**src/rtl/rs_pool.sv**
```systemverilog
module rs_pool #(
  parameter int N = 3,
  parameter int W = 16,
  parameter int OPW = 4,
  parameter int AW = 12,
  parameter int PIDW = 2,
  parameter int POOL_ID = 1,
  parameter int SEQW = 16,
  localparam int IDXW = (N > 1) ? $clog2(N) : 1,
  localparam int TAGW = PIDW + IDXW
) (
  input  logic            clk,
  input  logic            rst_n,
  input  logic            iss_valid,
  input  logic [OPW-1:0]  iss_op,
  input  logic [W-1:0]    iss_vj,
  input  logic [TAGW-1:0] iss_qj,
  input  logic [W-1:0]    iss_vk,
  input  logic [TAGW-1:0] iss_qk,
  input  logic [AW-1:0]   iss_imm,
  output logic            iss_stall,
  output logic [TAGW-1:0] iss_tag,
  input  logic            bc_valid,
  input  logic [TAGW-1:0] bc_tag,
  input  logic [W-1:0]    bc_value,
  input  logic            dp_ready,
  output logic            dp_valid,
  output logic [TAGW-1:0] dp_tag,
  output logic [OPW-1:0]  dp_op,
  output logic [W-1:0]    dp_vj,
  output logic [W-1:0]    dp_vk,
  output logic [AW-1:0]   dp_imm,
  input  logic            done_valid,
  input  logic [TAGW-1:0] done_tag
);

  logic [N-1:0]    busy, disp, rdy;
  logic [OPW-1:0]  op  [N];
  logic [W-1:0]    vj  [N];
  logic [W-1:0]    vk  [N];
  logic [TAGW-1:0] qj  [N];
  logic [TAGW-1:0] qk  [N];
  logic [AW-1:0]   imm [N];
  logic [SEQW-1:0] seq [N];
  logic [SEQW-1:0] cnt;

  logic [IDXW-1:0] free_idx, sel;
  logic [SEQW-1:0] best_seq, age_diff;
  logic            any_rdy;

  wire [PIDW-1:0] pid = PIDW'(POOL_ID);
  wire do_issue = iss_valid && !iss_stall;
  wire fwd_j = bc_valid && (iss_qj != '0) && (iss_qj == bc_tag);
  wire fwd_k = bc_valid && (iss_qk != '0) && (iss_qk == bc_tag);
  wire take = dp_valid && dp_ready;

  assign iss_stall = &busy;
  assign iss_tag   = {pid, free_idx};

  always_comb begin
    free_idx = '0;
    for (int i = N - 1; i >= 0; i--)
      if (!busy[i]) free_idx = IDXW'(i);
  end

  always_comb begin
    for (int i = 0; i < N; i++)
      rdy[i] = busy[i] && !disp[i] && (qj[i] == '0) && (qk[i] == '0);
  end

  always_comb begin
    sel = '0;
    any_rdy = 1'b0;
    best_seq = '0;
    age_diff = '0;
    for (int i = 0; i < N; i++) begin
      age_diff = seq[i] - best_seq;
      if (rdy[i] && (!any_rdy || age_diff[SEQW-1])) begin
        sel = IDXW'(i);
        best_seq = seq[i];
        any_rdy = 1'b1;
      end
    end
  end

  assign dp_valid = any_rdy;
  assign dp_tag   = {pid, sel};
  assign dp_op    = op[sel];
  assign dp_vj    = vj[sel];
  assign dp_vk    = vk[sel];
  assign dp_imm   = imm[sel];

  always_ff @(posedge clk) begin
    if (!rst_n) begin
      busy <= '0;
      disp <= '0;
      cnt  <= '0;
    end else begin
      if (do_issue) cnt <= cnt + 1'b1;
      for (int i = 0; i < N; i++) begin
        if (do_issue && free_idx == IDXW'(i)) begin
          busy[i] <= 1'b1;
          disp[i] <= 1'b0;
          op[i]   <= iss_op;
          imm[i]  <= iss_imm;
          seq[i]  <= cnt;
          vj[i]   <= fwd_j ? bc_value : iss_vj;
          qj[i]   <= fwd_j ? '0 : iss_qj;
          vk[i]   <= fwd_k ? bc_value : iss_vk;
          qk[i]   <= fwd_k ? '0 : iss_qk;
        end else if (busy[i]) begin
          if (done_valid && done_tag == {pid, IDXW'(i)}) begin
            busy[i] <= 1'b0;
            disp[i] <= 1'b0;
          end else begin
            if (take && sel == IDXW'(i)) disp[i] <= 1'b1;
            if (bc_valid && qj[i] != '0 && qj[i] == bc_tag) begin
              vj[i] <= bc_value;
              qj[i] <= '0;
            end
            if (bc_valid && qk[i] != '0 && qk[i] == bc_tag) begin
              vk[i] <= bc_value;
              qk[i] <= '0;
            end
          end
        end
      end
    end
  end

endmodule

```
**config.mk**
```make
export PLATFORM = sky130hd
export DESIGN_NAME = rs_pool
export DESIGN_NICKNAME = d
export VERILOG_FILES = /design/src/rtl/rs_pool.sv
export SDC_FILE = /design/constraint.sdc
export NUM_CORES = 1
export LEC_CHECK = 0
export BUFFER_PORTS_ARGS = -buffer_cell sky130_fd_sc_hd__buf_2
export CAP_MARGIN = 20
export CORE_ASPECT_RATIO = 0.8
export CORE_MARGIN = 5
export CORE_UTILIZATION = 50
export CTS_CLUSTER_DIAMETER = 100
export DETAILED_ROUTE_END_ITERATION = 12
export HOLD_SLACK_MARGIN = 0.02
export PLACE_DENSITY = 0.8
export REMOVE_ABC_BUFFERS = 1
export SLEW_MARGIN = 40
export SYNTH_ARGS = -nofsm -noshare
export SYNTH_HDL_FRONTEND = slang
export SYNTH_SLANG_ARGS = --single-unit
```
**constraint.sdc**
```tcl
create_clock -name clk -period 8.8 [get_ports clk]
set_clock_uncertainty 0.15 [all_clocks]
set_input_delay 1.76 -clock clk [delete_from_list [all_inputs] [get_ports clk]]
set_output_delay 1.76 -clock clk [all_outputs]
set_load 0.005 [all_outputs]
```
-- Yosys cells after proc, flatten, opt, wreduce, memory -nomap -nowiden
Memories as Yosys holds them, arrays and structs flattened.
Index checks and enable logic that the tools add are counted.
- register bits: 22
- memory bits (writable): 216
- input port bits: 86
- output and inout port bits: 58
- memories kept: 7
- memory list (memory ; depth ; bits a word ; read ports ; clocked after memory_dff ; wr ports ; line ; RTL):
    seq ; 3 ; 16 ; 3 ; 0 ; 1 ; 44 ; logic [SEQW-1:0] seq [N];
    vj ; 3 ; 16 ; 1 ; 0 ; 3 ; 39 ; logic [W-1:0] vj [N];
    vk ; 3 ; 16 ; 1 ; 0 ; 3 ; 40 ; logic [W-1:0] vk [N];
    imm ; 3 ; 12 ; 1 ; 0 ; 1 ; 43 ; logic [AW-1:0] imm [N];
    op ; 3 ; 4 ; 1 ; 0 ; 1 ; 38 ; logic [OPW-1:0] op [N];
    qj ; 3 ; 4 ; 3 ; 0 ; 3 ; 41 ; logic [TAGW-1:0] qj [N];
    1 more memories ; -- ; -- ; -- ; -- ; -- ; -- ;
- add/subtract/negate cells: 3
- equality and inequality tests: 15
- mux-type cells: 104
- bitwise operators: 13
- reduce and logical (&&, ||, !) cells: 78
- operators by type and width (kind ; count):
    $mux W16 ; 12
    $mux W1 ; 70
    $mux W4 ; 10
    $logic_and A1 B1 Y1 ; 38
    $eq A4 B4 Y1 ; 8
    $reduce_bool A4 Y1 ; 8
    $reduce_or A16 Y1 ; 2
    $sub A16 B16 Y16 ; 2
    $logic_not A4 Y1 ; 6
    $mux W12 ; 2
    $reduce_or A12 Y1 ; 2
    $mux W2 ; 10
    $add A16 B1 Y16 const B ; 1
    $eq A4 B3 Y1 const B ; 3
    $or A1 B1 Y1 ; 12
    $reduce_or A4 Y1 ; 2
    $logic_not A1 Y1 ; 6
    $reduce_and A2 Y1 ; 3
    $reduce_bool A2 Y1 ; 3
    $reduce_or A2 Y1 ; 3
    $eq A2 B1 Y1 const B ; 2
    $eq A2 B2 Y1 const B ; 2
    $logic_not A2 Y1 ; 2
    $reduce_and A3 Y1 ; 1
    other kinds (2) ; 3

-- Longest topological paths before layout
- depth in word-level cells: 17
- gate-level depth with buffers: 28
- gate-level depth less buffers: 22

-- Least setup slack after synthesis
No wires, ideal clock.
- path type: reg2out
- start point: mem qk[0][0] (netlist name)
- end point: out dp_vj[10]
- arrival time: 6.295 ns
- data required time: 6.890 ns
- slack: 0.595 ns
- cell stages (with the launch flop): 29
- buffers on the path: 7
- cell sequence: edfxtp_1 nor4_2 buf_2 and3_1 clkbuf_1 clkbuf_1 nand2_1 ha_1 a21oi_1 nand2_1 a221o_1 o2111a_1 or3_1 a21boi_0 clkbuf_1 clkbuf_1 a21oi_1 ha_1 a21oi_1 nand2_1 a211o_1 a221oi_1 o211ai_1 o211ai_1 o21ai_0 a31o_4 buf_6 buf_8 mux2_4
- RTL lines (item ; line ; RTL):
    start, declared ; 42 ; logic [TAGW-1:0] qk [N];
    end, declared ; 30 ; output logic [W-1:0] dp_vj,

==> reports/results.txt <==
Max-cap violations: 0
# hold bufs at CTS: 0
CP startpoint: qk[0][2]
Slew headroom: 46.4%
crit path kind: reg -> out
post-route cell area: 13800 um2
CTS tree: done
GR Util met1: 28.3%
synthesized area per cell: 13.5 um2
Antenna Nets Post-Route: 0
clk sinks: 238
top_reg_cell synth: edfxtp_1
DRC Markers: 0
most used routing layer: met2
drt first pass iters: 5
largest net degree at the start of global routing: 51
share of post-route cells with drive strength above 1: 40.9%
Reg2Reg Launch Point: qk[0][2]
site row count: 50
clk buf depth: 3
synth top area cells: edfxtp_1 53%, mux2_2 18%, dfxtp_1 5.1%, ha_1 3.1%, nand2_1 1.9%
Final Cycle Share: 97.1%
Vias: 7674
first-pass GRT wire length: 42400 um
PortBufs: 139
met3 usage in global routing: 3.17%
Die H: 147 um
min Tclk post-route: 8.55 ns
Storage cell area: 6850 um2
Commonest cells post-synth: 208 x edfxtp_1, 183 x mux2_2, 59 x nand2_1
I/O Pins: 144
Multi-input gate area: 4790 um2
outcome: complete, no violations
initial antenna violation count: 1
number of global-route vias before repair: 7829
reg2reg end: disp[2]
worst skew pair latency: 0.51 ns
post-synthesis cell type count: 59
Leak: 5.11 nW
CTS Buf Count: 24
routed vias/inst: 5.68
FF-to-FF path depth: 26
crit path max fanout: 15
EDFF count, synth: 208
CP endpoint kind: primary output
n_diodes: 0
post-synthesis sequential area ratio: 58.3%
grt ovf: 0
width of the chip: 181 um
Initial Utilization: 50.5%
Routed wire per std cell: 20.1 um
share of the synthesized area in the top cell type: 53.1%
Tot GR Track Use: 19.5%
# setup viols final: 0
Area Growth Syn to Fin: 17.5%
Worst Max-Slew Pin Slew: 0.804 ns
Core Region: 23300 um2
H-tree Lvls: 1
power per cell area: 181 nW/um2
initial DRC count: 601
Total Die Area: 26700 um2
Clk Tree Root Cell: clkbuf_16
DRT Wirelength: 27100 um
final setup TNS: 0 ns
DP Area: 12800 um2
Max Transition Viols Final: 0
M2 GR Usage: 30.8%
Worst Setup EP: dp_vj[8]
HPWL Detailed: 17400 um
final hold viol count: 0
Yosys reg bits: 238
biggest area consumer among synthesized cells: edfxtp_1
Post-Synthesis Cells: 871
register-to-register setup slack: 2.51 ns
fmax: 117 MHz
Clock Pin Slew Worst Setup and Hold Paths: 0.07 ns
ys async rst share: 0%
placer's final routability congestion estimate: 0.835
Fillers: 1809
cell area after synthesis: 11800 um2
Worst EP arrival: 6.64 ns
Nets: 1137
CP startpoint kind: register
CP Data Required Time: 6.89 ns
Worst VDD drop: 0.109 mV
worst min path class: reg -> reg
Yosys Warn Count: 0
most common cell in the netlist: edfxtp_1
## flip-flops by register name, indices dropped and copies added, names as in the netlist
name  count
disp      3
busy      3
cnt      16
seq      48
vj       48
qj       12
imm      36
qk       12
op       12
vk       48
## timing repair
action | in CTS | in global routing
pin swaps | 0 | 6
buffers inserted | 0 | 10
gates cloned | 0 | 4
gates resized for setup | 1 | 20
setup endpoints to repair | 48 | 50
## routing by layer
layer / vias up / wire length, um
li1: 3584 / -
met1: 3773 / 12400
met2: 260 / 12400
met3: 55 / 1550
met4: 2 / 786
met5: - / 11
## critical path, cell delays in order (launching register included)
cell,delay [ns]
edfxtp_1,0.44
nor4_4,0.35
buf_4,0.17
and3_2,0.25
nand2_1,0.09
ha_1,0.33
nand4_1,0.13
nor2_1,0.06
a221o_1,0.42
o2111a_2,0.21
or3_1,0.41
a21boi_4,0.19
buf_12,0.16
nor2_1,0.04
a21oi_1,0.13
ha_1,0.28
a211oi_2,0.24
o21a_1,0.15
o21ai_0,0.12
a221oi_2,0.37
o211ai_1,0.14
o211ai_1,0.29
buf_4,0.17
o21ai_2,0.06
a31o_4,0.29
clkbuf_16,0.19
mux2_4,0.31
buf_2,0.14
## kinds of logic after synthesis
family | synth area share (%)
flops | 58.3
fa+ha+maj | 3.09
buf+inv | 1.93
other cells | 0.0639
compound gates | 4.36
xor+xnor | 2.98
mux | 18.8
simple gates | 10.6
## cells in the final DEF (no fill, tap or decap), drive strengths merged, types with 21 or more instances in the layout
| cell type | count |
|---|---|
| edfxtp | 208 |
| mux2 | 192 |
| buf | 161 |
| nand2 | 59 |
| nor2 | 49 |
| clkbuf | 38 |
| a21oi | 36 |
| dfxtp | 30 |
| ha | 29 |
| xnor2 | 24 |
| nor2b | 21 |
## power by group
group | internal, mW | total (mW) | switching (mW) | leakage, nW
logic | 0.0962 | 0.202 | 0.106 | 2.57
registers | 1.27 | 1.29 | 0.0214 | 2.16
clock network | 0.591 | 1.00 | 0.411 | 0.393
total | 1.96 | 2.50 | 0.539 | 5.11
## per-stage QoR
step           power (mW)  hold WS (ns)  setup WS [ns]  cells  utilization (%)
3_3_place_gp         1.50         0.326          0.688   1294             54.8
5_1_grt              2.58         0.393        -0.0275   1352             59.3
2_1_floorplan        1.42         0.305         -0.574    832                -
6_report             2.50         0.358          0.254   1352             59.3
4_1_cts              2.51         0.357         0.0259   1338             58.3
3_5_place_dp         1.51         0.339          0.440   1294             54.9
## area by class of cell
class	instances	share of cell area, %
multi-input combinational	586	34.7
inverter	9	0.245
clock inverter	8	0.471
sequential	238	49.6
timing repair buffer	163	6.95
tap	312	2.83
clock buffer	36	5.19
## how the worst min path moves through the flow
stage / startpoint / end / slack (ns) / cells past startpoint
global route: cnt[14] / seq[0][46] / 0.39 / 0
CTS: disp[1] / disp[1] / 0.36 / 2
floorplan: disp[2] / disp[2] / 0.30 / 2
finish: disp[1] / disp[1] / 0.36 / 2
global placement: disp[1] / disp[1] / 0.33 / 2
detailed placement: disp[1] / disp[1] / 0.34 / 2
No activity file was read; power rests on OpenSTA's default activity.
